===== config.mk =====
export PLATFORM = sky130hd
export DESIGN_NAME = mw_eeprom_slave
export DESIGN_NICKNAME = d
export VERILOG_FILES = /design/src/rtl/mw_pkg.sv /design/src/rtl/mw_pin_edge.sv /design/src/rtl/mw_busy.sv /design/src/rtl/mw_mem.sv /design/src/rtl/mw_frame.sv /design/src/rtl/mw_eeprom_slave.sv
export SDC_FILE = /design/constraint.sdc
export NUM_CORES = 2
export LEC_CHECK = 0
export CAP_MARGIN = 20
export CELL_PAD_IN_SITES_DETAIL_PLACEMENT = 1
export CELL_PAD_IN_SITES_GLOBAL_PLACEMENT = 2
export CORE_ASPECT_RATIO = 0.5
export CORE_MARGIN = 5
export CORE_UTILIZATION = 45
export DETAILED_ROUTE_END_ITERATION = 12
export HOLD_SLACK_MARGIN = 0.12
export PLACE_DENSITY = 0.77
export SLEW_MARGIN = 10
export SYNTH_ARGS = -nofsm -noshare
export SYNTH_HDL_FRONTEND = slang
export SYNTH_HIERARCHICAL = 1
export SYNTH_SLANG_ARGS = --single-unit
export TNS_END_PERCENT = 50

===== constraint.sdc =====
create_clock -name clk -period 4.2 [get_ports clk]
set_input_delay 0.63 -clock clk [delete_from_list [all_inputs] [get_ports clk]]
set_output_delay 0.63 -clock clk [all_outputs]
set_load 0.01 [all_outputs]

===== src/rtl/mw_pkg.sv =====
package mw_pkg;
  localparam int WORD_W = 16;

  typedef enum logic [1:0] {
    OP_EXT   = 2'b00,
    OP_WRITE = 2'b01,
    OP_READ  = 2'b10,
    OP_ERASE = 2'b11
  } op_e;

  typedef enum logic [1:0] {
    EX_LOCK   = 2'b00,
    EX_FILL   = 2'b01,
    EX_WIPE   = 2'b10,
    EX_UNLOCK = 2'b11
  } ext_e;

  typedef enum logic [1:0] {
    ACT_WORD_WR,
    ACT_WORD_ERASE,
    ACT_ALL_WR,
    ACT_ALL_ERASE
  } act_e;
endpackage


===== src/rtl/mw_pin_edge.sv =====
module mw_pin_edge (
  input  logic clk,
  input  logic rst_n,
  input  logic cs,
  input  logic sk,
  output logic sk_rise,
  output logic cs_rise,
  output logic cs_fall
);
  logic sk_q;
  logic cs_q;

  always_ff @(posedge clk) begin
    if (!rst_n) begin
      sk_q <= 1'b0;
      cs_q <= 1'b0;
    end else begin
      sk_q <= sk;
      cs_q <= cs;
    end
  end

  assign sk_rise = sk & ~sk_q & cs;
  assign cs_rise = cs & ~cs_q;
  assign cs_fall = ~cs & cs_q;
endmodule


===== src/rtl/mw_busy.sv =====
module mw_busy #(
  parameter int BUSY_CYC = 200
) (
  input  logic clk,
  input  logic rst_n,
  input  logic start,
  input  logic cs,
  input  logic cs_rise,
  output logic busy,
  output logic status_win
);
  localparam int BW = $clog2(BUSY_CYC + 1);
  localparam logic [BW-1:0] LOAD = BW'(BUSY_CYC);

  logic [BW-1:0] remain;

  always_ff @(posedge clk) begin
    if (!rst_n) begin
      remain <= '0;
    end else if (start) begin
      remain <= LOAD;
    end else if (remain != '0) begin
      remain <= remain - 1'b1;
    end
  end

  always_ff @(posedge clk) begin
    if (!rst_n) begin
      status_win <= 1'b0;
    end else if (!cs) begin
      status_win <= 1'b0;
    end else if (cs_rise) begin
      status_win <= busy;
    end
  end

  assign busy = (remain != '0);
endmodule


===== src/rtl/mw_mem.sv =====
module mw_mem
  import mw_pkg::*;
#(
  parameter int ADDR_W = 6
) (
  input  logic              clk,
  input  logic              rst_n,
  input  logic              we,
  input  act_e              act,
  input  logic [ADDR_W-1:0] waddr,
  input  logic [WORD_W-1:0] wdata,
  input  logic [ADDR_W-1:0] raddr,
  output logic [WORD_W-1:0] rdata
);
  localparam int DEPTH = 1 << ADDR_W;

  logic [WORD_W-1:0] cells [DEPTH];

  always_ff @(posedge clk) begin
    if (!rst_n) begin
      for (int i = 0; i < DEPTH; i++) cells[i] <= '0;
    end else if (we) begin
      unique case (act)
        ACT_WORD_WR:    cells[waddr] <= wdata;
        ACT_WORD_ERASE: cells[waddr] <= '1;
        ACT_ALL_WR:     for (int i = 0; i < DEPTH; i++) cells[i] <= wdata;
        ACT_ALL_ERASE:  for (int i = 0; i < DEPTH; i++) cells[i] <= '1;
        default:        ;
      endcase
    end
  end

  assign rdata = cells[raddr];
endmodule


===== src/rtl/mw_frame.sv =====
module mw_frame
  import mw_pkg::*;
#(
  parameter int ADDR_W = 6
) (
  input  logic              clk,
  input  logic              rst_n,
  input  logic              cs,
  input  logic              di,
  input  logic              sk_rise,
  input  logic              mute,
  input  logic [WORD_W-1:0] mem_rdata,
  output logic [ADDR_W-1:0] mem_raddr,
  output logic              do_bit,
  output logic              armed,
  output logic              wr_en,
  output act_e              act,
  output logic [ADDR_W-1:0] act_addr,
  output logic [WORD_W-1:0] act_data
);
  localparam int ADDR_LAST  = 3 + ADDR_W;
  localparam int FRAME_LAST = ADDR_LAST + WORD_W;
  localparam int CNT_W      = $clog2(FRAME_LAST + 1);
  localparam int BIT_W      = $clog2(WORD_W + 1);
  localparam logic [CNT_W-1:0] C_OP_END    = CNT_W'(3);
  localparam logic [CNT_W-1:0] C_ADDR_END  = CNT_W'(ADDR_LAST);
  localparam logic [CNT_W-1:0] C_FRAME_END = CNT_W'(FRAME_LAST);
  localparam logic [BIT_W-1:0] C_WORD_DONE = BIT_W'(WORD_W);

  logic              started;
  logic [CNT_W-1:0]  cnt;
  logic [CNT_W-1:0]  cnt_nx;
  logic [1:0]        op_sr;
  logic [ADDR_W-1:0] addr_sr;
  logic [ADDR_W-1:0] addr_full;
  logic [WORD_W-1:0] data_sr;
  logic [WORD_W-1:0] data_full;
  logic              rd_on;
  logic [BIT_W-1:0]  rd_cnt;
  logic [WORD_W-1:0] rd_sh;
  logic [ADDR_W-1:0] rd_ptr;
  logic              at_addr_end;
  logic              at_frame_end;
  op_e               op;
  ext_e              top_now;
  ext_e              top_held;

  assign cnt_nx       = (cnt == C_FRAME_END) ? cnt : cnt + 1'b1;
  assign at_addr_end  = started && (cnt_nx == C_ADDR_END) && (cnt != C_ADDR_END);
  assign at_frame_end = started && (cnt_nx == C_FRAME_END) && (cnt != C_FRAME_END);
  assign addr_full    = {addr_sr[ADDR_W-2:0], di};
  assign data_full    = {data_sr[WORD_W-2:0], di};
  assign op           = op_e'(op_sr);
  assign top_now      = ext_e'(addr_full[ADDR_W-1 -: 2]);
  assign top_held     = ext_e'(addr_sr[ADDR_W-1 -: 2]);
  assign mem_raddr    = at_addr_end ? addr_full : ADDR_W'(rd_ptr + 1'b1);

  always_ff @(posedge clk) begin
    if (!rst_n) begin
      started  <= 1'b0;
      cnt      <= '0;
      op_sr    <= '0;
      addr_sr  <= '0;
      data_sr  <= '0;
      rd_on    <= 1'b0;
      rd_cnt   <= '0;
      rd_sh    <= '0;
      rd_ptr   <= '0;
      do_bit   <= 1'b0;
      armed    <= 1'b0;
      wr_en    <= 1'b0;
      act      <= ACT_WORD_WR;
      act_addr <= '0;
      act_data <= '0;
    end else if (!cs) begin
      started <= 1'b0;
      cnt     <= '0;
      rd_on   <= 1'b0;
      do_bit  <= 1'b0;
      armed   <= 1'b0;
    end else if (sk_rise && !mute) begin
      if (!started) begin
        if (di) begin
          started <= 1'b1;
          cnt     <= CNT_W'(1);
        end
      end else begin
        cnt <= cnt_nx;
        if (cnt_nx <= C_OP_END)           op_sr   <= {op_sr[0], di};
        else if (cnt_nx <= C_ADDR_END)    addr_sr <= addr_full;
        else if (cnt_nx <= C_FRAME_END)   data_sr <= data_full;

        if (at_addr_end) begin
          unique case (op)
            OP_READ: begin
              rd_on  <= 1'b1;
              rd_ptr <= addr_full;
              rd_sh  <= mem_rdata;
              rd_cnt <= '0;
              do_bit <= 1'b0;
            end
            OP_ERASE: begin
              act_addr <= addr_full;
              act      <= ACT_WORD_ERASE;
              armed    <= wr_en;
            end
            OP_WRITE: act_addr <= addr_full;
            OP_EXT: begin
              unique case (top_now)
                EX_UNLOCK: wr_en <= 1'b1;
                EX_LOCK:   wr_en <= 1'b0;
                EX_WIPE: begin
                  act   <= ACT_ALL_ERASE;
                  armed <= wr_en;
                end
                default: ;
              endcase
            end
            default: ;
          endcase
        end

        if (at_frame_end && wr_en) begin
          if (op == OP_WRITE) begin
            act      <= ACT_WORD_WR;
            act_data <= data_full;
            armed    <= 1'b1;
          end else if (op == OP_EXT && top_held == EX_FILL) begin
            act      <= ACT_ALL_WR;
            act_data <= data_full;
            armed    <= 1'b1;
          end
        end

        if (rd_on) begin
          if (rd_cnt == C_WORD_DONE) begin
            rd_ptr <= mem_raddr;
            do_bit <= mem_rdata[WORD_W-1];
            rd_sh  <= {mem_rdata[WORD_W-2:0], 1'b0};
            rd_cnt <= BIT_W'(1);
          end else begin
            do_bit <= rd_sh[WORD_W-1];
            rd_sh  <= {rd_sh[WORD_W-2:0], 1'b0};
            rd_cnt <= rd_cnt + 1'b1;
          end
        end
      end
    end
  end
endmodule


===== src/rtl/mw_eeprom_slave.sv =====
module mw_eeprom_slave
  import mw_pkg::*;
#(
  parameter int ADDR_W   = 6,
  parameter int BUSY_CYC = 200
) (
  input  logic clk,
  input  logic rst_n,
  input  logic cs,
  input  logic sk,
  input  logic di,
  output logic dout
);
  logic              sk_rise;
  logic              cs_rise;
  logic              cs_fall;
  logic              busy;
  logic              status_win;
  logic              armed;
  logic              wr_en;
  logic              mem_we;
  logic              do_bit;
  act_e              act;
  logic [ADDR_W-1:0] act_addr;
  logic [ADDR_W-1:0] mem_raddr;
  logic [WORD_W-1:0] act_data;
  logic [WORD_W-1:0] mem_rdata;

  mw_pin_edge u_edge (
    .clk(clk), .rst_n(rst_n), .cs(cs), .sk(sk),
    .sk_rise(sk_rise), .cs_rise(cs_rise), .cs_fall(cs_fall)
  );

  mw_frame #(.ADDR_W(ADDR_W)) u_frame (
    .clk(clk), .rst_n(rst_n), .cs(cs), .di(di), .sk_rise(sk_rise),
    .mute(status_win), .mem_rdata(mem_rdata), .mem_raddr(mem_raddr),
    .do_bit(do_bit), .armed(armed), .wr_en(wr_en), .act(act),
    .act_addr(act_addr), .act_data(act_data)
  );

  assign mem_we = cs_fall & armed & ~busy;

  mw_busy #(.BUSY_CYC(BUSY_CYC)) u_busy (
    .clk(clk), .rst_n(rst_n), .start(mem_we), .cs(cs), .cs_rise(cs_rise),
    .busy(busy), .status_win(status_win)
  );

  mw_mem #(.ADDR_W(ADDR_W)) u_mem (
    .clk(clk), .rst_n(rst_n), .we(mem_we), .act(act), .waddr(act_addr),
    .wdata(act_data), .raddr(mem_raddr), .rdata(mem_rdata)
  );

  assign dout = status_win ? ~busy : do_bit;
endmodule


==> key figures <==
Run status
  • Status: complete, no violations

STA
  • Highest attainable clock frequency: 0.241 GHz
  • Final number of setup-violating endpoints: 0
  • Final Slew Violations: 0
  • Total Neg Setup Slack: 0 ns
  • Final hold viol count: 0
  • Hold_ws: 0.319 ns
  • Worst clock skew: 0.0314 ns
  • Crit share post-route: 0.987
  • Relative slew slack: 0.252
  • Post-layout min period: 4.14 ns
  • Worst-margin pin slew: 1.12 ns

Synth
  • Share of synthesized registers carrying an async set or reset: 0
  • Cell type with the largest total area after synthesis: sky130_fd_sc_hd__edfxtp_1
  • Unique masters post-synth: 82
  • Register bit total from synthesis: 1119
  • List of most frequent post-synthesis cells: sky130_fd_sc_hd__edfxtp_1 (1024), sky130_fd_sc_hd__o21ai_0 (618), sky130_fd_sc_hd__a21oi_1 (512), sky130_fd_sc_hd__nor2_1 (509), sky130_fd_sc_hd__clkbuf_1 (342)
  • Number of enable flip-flop cells after synthesis: 1024
  • Avg Synthesized Cell Area: 12.4 µm²
  • Cell Area, Synth: 53300 µm²
  • Cell with the most instances after synthesis: sky130_fd_sc_hd__edfxtp_1
  • Synthesized net count: 4309
  • Share of Yosys cell area claimed by the top area cell type: 0.577
  • Commonest register cell after synthesis: sky130_fd_sc_hd__edfxtp_1
  • Leading cell types by total area after synthesis: sky130_fd_sc_hd__edfxtp_1 (58%), sky130_fd_sc_hd__mux4_2 (10%), sky130_fd_sc_hd__o21ai_0 (5.8%)
  • Ys Warns: 6
  • Sequential area share after synthesis: 0.613
  • Number of instances in the synthesized netlist: 4291

Worst setup path
  • Startpoint type of the worst setup path: register
  • Crit end category: register
  • Worst Path Max Fanout: 21
  • Register-to-register path setup slack: 0.06 ns
  • Reg2reg path depth: 18
  • Arrival time reported for the critical path endpoint: 4.82 ns
  • Critical register-to-register path startpoint: u_frame/cnt[1]
  • Worst EP required: 4.87 ns
  • Critical path class: register to register
  • Capturing point of the worst reg2reg path: u_frame/rd_sh[2]
  • End of the critical path: u_frame/rd_sh[2]
  • First element of the critical path: u_frame/cnt[1]

Min path
  • Path class of the lowest-slack min-delay path: input pin to register

Global routing
  • Initial antenna violation count: 12
  • Global-route wire length before repair: 279 mm
  • Via count of the first global-routing pass: 39100
  • Pin count of the biggest net entering global routing: 66
  • Overall routing resource usage: 0.305
  • GRT overflow: 0

Floorplanning
  • Overall die area: 126000 µm²
  • Core outline area: 118000 µm²
  • Die height: 253 µm
  • Starting density of the core: 0.452
  • Boundary pin count: 6
  • Width of the die: 497 µm
  • Placement row count: 89

Detailed routing
  • Via density: 6.48
  • Iteration-0 DRC Markers: 4602
  • DRC: 0
  • Number of vias after detailed routing: 39300
  • Wire length per cell: 32.2 µm
  • Count of antenna-violating nets left after detailed routing: 0
  • First-pass iteration count of the detailed router: 6
  • Routed WL: 195 mm

Cells and area
  • Synth-to-Final Area Change: 15.1%
  • Share of final-layout standard cells stronger than drive strength 1: 0.220
  • Count of non-filler cells in the finished layout: 6063
  • NumNets Final: 4395

Clock network
  • Clock slew at reported path FFs: 0.07 ns
  • Skew-Pair Late Insertion Delay: 0.74 ns
  • Number of clock buffers inserted by TritonCTS: 105
  • Clock Sink Count: 1119
  • CTS tree: yes
  • Hold buffers post-CTS: 0
  • Clock buffer depth: 3
  • Total number of H-tree levels: 3
  • Buffer type at the clock tree root: sky130_fd_sc_hd__clkbuf_16

Job
  • Max_cap viols: 0

Placement
  • Gpl congestion: 0.901
  • Detail Placement HPWL: 125 mm
  • Count of port buffers added during placement: 5
  • Placed cells: 5813

Pwr
  • Peak VDD IR: 0.000312 V
  • Power per cell area: 387 nW/µm²
  • LEAKAGE: 20.8 nW
-- stage by stage --
stage / instance area (µm²) / setup WS (ns) / power (mW) / util
finish: 61300 / 0.0553 / 23.7 / 0.521
global route: 61300 / -0.0243 / 24.4 / 0.521
CTS: 60600 / 0.0108 / 23.9 / 0.514
detailed placement: 57000 / -0.289 / 14.1 / 0.484
global placement: 57000 / -0.302 / 14.1 / 0.484
floorplan: 53300 / 0.283 / 13.6 / -
-- worst min path at each step --
stage | slack (ns) | start | endpoint | cells past startpoint
after floorplan | 0.43 | u_frame/rd_sh[0] | u_frame/rd_sh[0] | 2
after global placement | 0.44 | u_frame/rd_sh[4] | u_frame/rd_sh[4] | 2
after detailed placement | 0.45 | u_frame/rd_sh[2] | u_frame/rd_sh[2] | 2
after CTS | 0.26 | rst_n | u_frame/rd_ptr[1] | 2
after global routing | 0.29 | rst_n | u_frame/rd_ptr[1] | 2
final | 0.32 | rst_n | u_frame/rd_ptr[5] | 2
-- registers in the layout, summed over array words and instances, names as in the netlist, 6 cells and up --
name              cells
u_mem/cells        1024
u_frame/act_data     16
u_frame/rd_sh        16
u_frame/data_sr      15
u_busy/remain         8
u_frame/act_addr      6
u_frame/addr_sr       6
u_frame/rd_ptr        6
-- critical path, cell delays in order (launching register included) --
cell                       delay, ns
sky130_fd_sc_hd__dfxtp_1        0.31
sky130_fd_sc_hd__buf_4          0.14
sky130_fd_sc_hd__ha_1           0.22
sky130_fd_sc_hd__nor2b_1        0.18
sky130_fd_sc_hd__o41ai_4        0.24
sky130_fd_sc_hd__buf_4          0.18
sky130_fd_sc_hd__nand3_4        0.10
sky130_fd_sc_hd__a21oi_4        0.23
sky130_fd_sc_hd__buf_12         0.22
sky130_fd_sc_hd__buf_12         0.22
sky130_fd_sc_hd__nor2b_1        0.48
sky130_fd_sc_hd__a221oi_1       0.15
sky130_fd_sc_hd__o21ai_1        0.38
sky130_fd_sc_hd__nand2_1        0.22
sky130_fd_sc_hd__nor3_1         0.33
sky130_fd_sc_hd__mux2i_1        0.13
sky130_fd_sc_hd__nand2_1        0.09
sky130_fd_sc_hd__o211ai_1       0.08
sky130_fd_sc_hd__a21boi_1       0.14
-- cell type report --
cell class	count	area, µm²
antenna	5	12.5
fill	11900	56400
multi-input combinational	2700	19100
clock inverter	60	588
tap	1592	1990
inverter	18	67.6
sequential	1119	32700
timing repair buffer	433	4010
clock buffer	136	2850
-- cells in the final DEF, fill, tap and decap left out, drive strengths merged, types with 12 or more instances in the layout --
master,count
clkinv,41
and3,12
nand2b,12
dfxtp,95
buf,423
a22oi,46
nand2,254
ha,13
nor3,49
nor2b,32
mux4,242
nor2,511
inv,24
a211oi,26
mux2,22
o211ai,16
a21boi,19
clkbuf,142
mux2i,127
o21ai,618
a21oi,514
and2,13
and4,12
nand3,40
a221oi,15
edfxtp,1024
-- power by group --
group | switching [mW] | internal, mW
combinational | 0.614 | 0.435
sequential | 0.212 | 12.6
clock | 4.41 | 5.40
-- cells by family after synthesis --
group,after synthesis,share of synthesized area
compound gates,1295,0.131
xor+xnor,9,0.00148
fa+ha+maj,13,0.00305
buf+inv,472,0.0384
flops,1119,0.613
mux,391,0.131
simple gates,992,0.0819
-- per-layer routing --
metal / global-route usage / wire [µm] / vias to the layer above
li1: - / - / 16400
met4: 0.0978 / 6920 / 2
met3: 0.0574 / 19100 / 297
met5: 0 / 12 / -
met2: 0.482 / 89800 / 1975
met1: 0.429 / 79100 / 20700
-- repair_timing --
item | 4_1_cts | 5_1_grt
endpoints found under the setup margin | 10 | 17
setup buffers | 3 | 38
pin swaps | 1 | 10
gates cloned | 0 | 6
endpoints found under the hold margin | 0 | 0
resized for setup | 16 | 48
Power figures use the tool's default switching activity.
